--- src/rtl/ca_pkg.sv ---
package ca_pkg;

  // Strobes sent from control to the cell datapath.
  typedef struct packed {
    logic load;   // take the seed this edge
    logic step;   // evolve one generation this edge
  } caStrobe_t;

endpackage

--- src/rtl/ca_rule_cell.sv ---
module ca_rule_cell #(
  parameter bit USE_SELF = 1'b1
) (
  input  logic leftNb,
  input  logic selfVal,
  input  logic rightNb,
  output logic nextVal
);

  generate
    if (USE_SELF) begin : g_rule150
      assign nextVal = leftNb ^ selfVal ^ rightNb;
    end else begin : g_rule90
      logic unusedSelf;
      assign unusedSelf = selfVal;
      assign nextVal    = leftNb ^ rightNb;
    end
  endgenerate

endmodule

--- src/rtl/ca_ctrl.sv ---
module ca_ctrl
  import ca_pkg::*;
(
  input  logic      seedLoad,
  input  logic      advance,
  output caStrobe_t strb
);

  always_comb begin
    strb      = '0;
    strb.load = seedLoad;
    strb.step = advance & ~seedLoad;
  end

endmodule

--- src/rtl/ca_datapath.sv ---
module ca_datapath
  import ca_pkg::*;
#(
  parameter int             CELLS    = 4,
  parameter logic [CELLS-1:0] RULE_VEC = 4'b1010
) (
  input  logic             clk,
  input  logic             rst,
  input  caStrobe_t        strb,
  input  logic [CELLS-1:0] seedIn,
  output logic [CELLS-1:0] cellState
);

  localparam int               PAD_W     = CELLS + 2;
  localparam logic [CELLS-1:0] ONE_STATE = {{(CELLS-1){1'b0}}, 1'b1};

  logic [PAD_W-1:0] padded;
  logic [CELLS-1:0] evolved;
  logic [CELLS-1:0] seedSafe;

  // Null boundary: a zero on each side of the array.
  assign padded = {1'b0, cellState, 1'b0};

  generate
    for (genvar j = 0; j < CELLS; j++) begin : g_cell
      ca_rule_cell #(.USE_SELF(RULE_VEC[j])) i_cell (
        .leftNb (padded[j+2]),
        .selfVal(padded[j+1]),
        .rightNb(padded[j]),
        .nextVal(evolved[j])
      );
    end
  endgenerate

  assign seedSafe = (seedIn == '0) ? ONE_STATE : seedIn;

  always_ff @(posedge clk) begin
    if (rst) begin
      cellState <= ONE_STATE;
    end else if (strb.load) begin
      cellState <= seedSafe;
    end else if (strb.step) begin
      cellState <= evolved;
    end
  end


  state_nonzero_chk: assert property (@(posedge clk) disable iff (rst)
    cellState != '0);


  idle_hold_chk: assert property (@(posedge clk) disable iff (rst)
    (!strb.load && !strb.step) |=> $stable(cellState));


  seed_take_chk: assert property (@(posedge clk) disable iff (rst)
    (strb.load && seedIn != '0) |=> cellState == $past(seedIn));


  zero_seed_chk: assert property (@(posedge clk) disable iff (rst)
    (strb.load && seedIn == '0) |=> cellState == ONE_STATE);

endmodule

--- src/rtl/ca_pattern_gen.sv ---
module ca_pattern_gen
  import ca_pkg::*;
#(
  parameter int               CELLS    = 4,
  parameter logic [CELLS-1:0] RULE_VEC = 4'b1010
) (
  input  logic             clk,
  input  logic             rst,
  input  logic             seedLoad,
  input  logic [CELLS-1:0] seedIn,
  input  logic             advance,
  output logic [CELLS-1:0] pattern
);

  localparam logic [CELLS-1:0] ONE_STATE = {{(CELLS-1){1'b0}}, 1'b1};

  caStrobe_t strb;

  ca_ctrl i_ctrl (
    .seedLoad(seedLoad),
    .advance (advance),
    .strb    (strb)
  );

  ca_datapath #(.CELLS(CELLS), .RULE_VEC(RULE_VEC)) i_dp (
    .clk      (clk),
    .rst      (rst),
    .strb     (strb),
    .seedIn   (seedIn),
    .cellState(pattern)
  );


  load_wins_chk: assert property (@(posedge clk) disable iff (rst)
    (seedLoad && advance) |=>
      pattern == (($past(seedIn) == '0) ? ONE_STATE : $past(seedIn)));

endmodule

--- config.mk ---
export PLATFORM = sky130hd
export DESIGN_NAME = ca_pattern_gen
export DESIGN_NICKNAME = d
export VERILOG_FILES = /design/src/rtl/ca_pkg.sv /design/src/rtl/ca_rule_cell.sv /design/src/rtl/ca_ctrl.sv /design/src/rtl/ca_datapath.sv /design/src/rtl/ca_pattern_gen.sv
export SDC_FILE = /design/constraint.sdc
export NUM_CORES = 1
export LEC_CHECK = 0
export BUFFER_PORTS_ARGS = -buffer_cell sky130_fd_sc_hd__buf_2
export CORE_AREA = 2 2 39 41
export DETAILED_ROUTE_END_ITERATION = 10
export DIE_AREA = 0 0 41 43
export GPL_TIMING_DRIVEN = 0
export HOLD_SLACK_MARGIN = 0.02
export PLACE_DENSITY = 0.43
export SETUP_SLACK_MARGIN = 0.4
export SYNTH_ARGS = -nofsm -noshare
export SYNTH_HDL_FRONTEND = slang
export SYNTH_SLANG_ARGS = --single-unit
--- constraint.sdc ---
create_clock -name clk -period 2 [get_ports clk]
set_clock_uncertainty 0.1 [all_clocks]
set_input_delay 0.2 -clock clk [delete_from_list [all_inputs] [get_ports clk]]
set_output_delay 0.2 -clock clk [all_outputs]
set_load 0.1 [all_outputs]
==> flow_summary.toml <==
[outcome]
outcome = "finished clean"

[grt]
grt_overflow = 0
grt_pass1_vias = 215
grt_use_total_pct = 7.337
grt_pass1_wl_um = 772
antenna_found_initial = 0
grt_max_degree = 9

[yosys]
netlist_area_um2 = 245.2
syn_nets = 38
synth_area_per_cell_um2 = 8.175
yosys_warnings = 0
seq_area_frac_synth_pct = 32.65
synthTopCellsByArea = "dfxtp_1 (33%), buf_4 (12%), xnor2_1 (11%), o21a_1 (6.1%), inv_1 (4.6%)"
synthFlopType = "dfxtp_1"
async_flop_share_pct = 0
synth_enable_flop_cells = 0
synth_commonest_cells = "buf_4 (4), dfxtp_1 (4), inv_1 (3), xnor2_1 (3)"
synth_top_cell_area_share_pct = 32.65
synth_top_cell_by_area = "dfxtp_1"
synthCells = 30
yosysUniqueCellTypes = 16
synth_seq_cells = 4

[route]
via_count = 220
avgViaCountPerCell = 3.667
drc = 0
routedWlPerCell_um = 8.133
ant_nets = 0
dr.pass1.iters = 1
wl_um = 488
drt_iter0_drc = 0

[floorplanning]
dieHeight_um = 43
die_area_um2 = 1763
die_x_um = 41
rows = 14
start_util_pct = 17.72
core_um2 = 1384
io_pins = 12

[timing]
period_share_pct = 73.13
finalHoldViolCount = 0
rsz0062_at_grt = "no"
relSlewSlack_pct = 68.03
post-route-min-period_ns = 1.463
setup_violations = 0
report.final.slew_viol_count = 0
finalSetupTns_ns = 0
holdWs_ns = 0.06041
fmax_mhz = 683.7
worstMarginPinSlew_ns = 0.4829

[setup_path]
criticalPathCategory = "reg -> out"
critPathLaunch = "i_dp.cellState[1]"
arrival_ns = 1.16
endpoint_kind = "primary output"
timing.rr.start = "i_dp.cellState[2]"
crit_path_start_kind = "flip-flop"
cp_max_fo = 5
cp.required_ns = 1.70

[job]
max_cap_viol_count = 0

[finish]
antennaDiodeCount = 0
fin_nets = 54
largest_reg_flops = 4
drive_gt1_share_pct = 40.91
reg_top3 = "i_dp.cellState: 4 flops"
nFillCells = 171
synthToLayoutAreaGrowth_pct = 39.80
largest_register = "i_dp.cellState"

[clocking]
clock_latency_ns = 0.23
clk_pin_slew_worst_paths_ns = 0.04
cts_resized = 0
cts_setup_buffers = 0
cts_tree = "yes"
cts-root-buf = "clkbuf_4"
clock_path_buffers = 2
cts_buffers = 3
holdBufCountCts = 0
clock_sinks = 4
htreeDepth = 1

[worst_hold_path]
min_from = "rst"
hp-class = "in -> reg"

[power]
irDropWorstVdd_v = 0.0001681
p_leak_nw = 0.1654
power_density_nw_per_um2 = 837.6

[placement]
io_buffers = 11
dp_hpwl_um = 370
place.gp.congestion = 0.6646
per-layer routing:
| metal | share of wire [%] | track usage (%) |
|---|---|---|
| met5 | 0 | 0 |
| met4 | 0 | 12.00 |
| met2 | 40 | 7.813 |
| met1 | 53 | 8.710 |
| met3 | 7.0 | 1.571 |
final cells by class:
cell class	count	area, um2	area share [%]
clock buffer	3	22.52	6.569
buffer	4	30.03	8.759
sequential	4	80.08	23.36
tap	16	20.02	5.839
inverter	3	11.26	3.285
multi-input combinational	19	123.9	36.13
timing repair buffer	11	55.05	16.06
final timing paths:
path                       end  slack (ns)  cells past startpoint
min reg2reg  i_dp.cellState[3]        0.52                      2
max                 pattern[1]        0.54                      2
max reg2reg  i_dp.cellState[1]        0.85                      3
min          i_dp.cellState[2]        0.06                      2
stage by stage:
stage               instances  area (um2)  utilization (%)  setup WS, ns  power (mW)
finish                     60       342.8            24.77        0.5374      0.2872
global route               60       342.8            24.77        0.4664      0.3030
CTS                        60       342.8            24.77        0.5167      0.2934
detailed placement         57       320.3            23.15        0.7683      0.1919
global placement           57       320.3            23.15        0.7538      0.1928
floorplan                  30       245.2                -        0.9058      0.1722
kinds of logic after synthesis:
kind of cell	share of synthesized area, %
AO/OA/AOI/OAI	22.96
AND/OR/NAND/NOR	16.84
flip-flops	32.65
buffers and inverters	16.84
XOR/XNOR	10.72
layout by cell type (no fill, tap or decap), drive strengths merged:
cell,Yosys,routed
o21ai,1,1
o311a,1,1
a211o,1,1
nand2,2,2
o21a,2,2
xnor2,3,3
a21oi,2,2
buf,4,15
clkbuf,0,3
nand2b,1,1
nor2b,1,1
a211oi,1,1
nor3b,1,1
nor2,1,1
nor3,2,2
inv,3,3
dfxtp,4,4
worst max-delay path, stage by stage (launching register included):
cell,delay (ns)
dfxtp_1,0.39
buf_4,0.13
buf_2,0.41
power breakdown:
group | total [mW] | switching (mW) | internal [mW] | leakage [nW]
combinational | 0.0964 | 0.0652 | 0.0312 | 0.118
clock | 0.0969 | 0.0300 | 0.0669 | 0.0138
sequential | 0.0939 | 0.00707 | 0.0868 | 0.0333
total | 0.287 | 0.102 | 0.185 | 0.165
(Power assumes the default switching activity.)
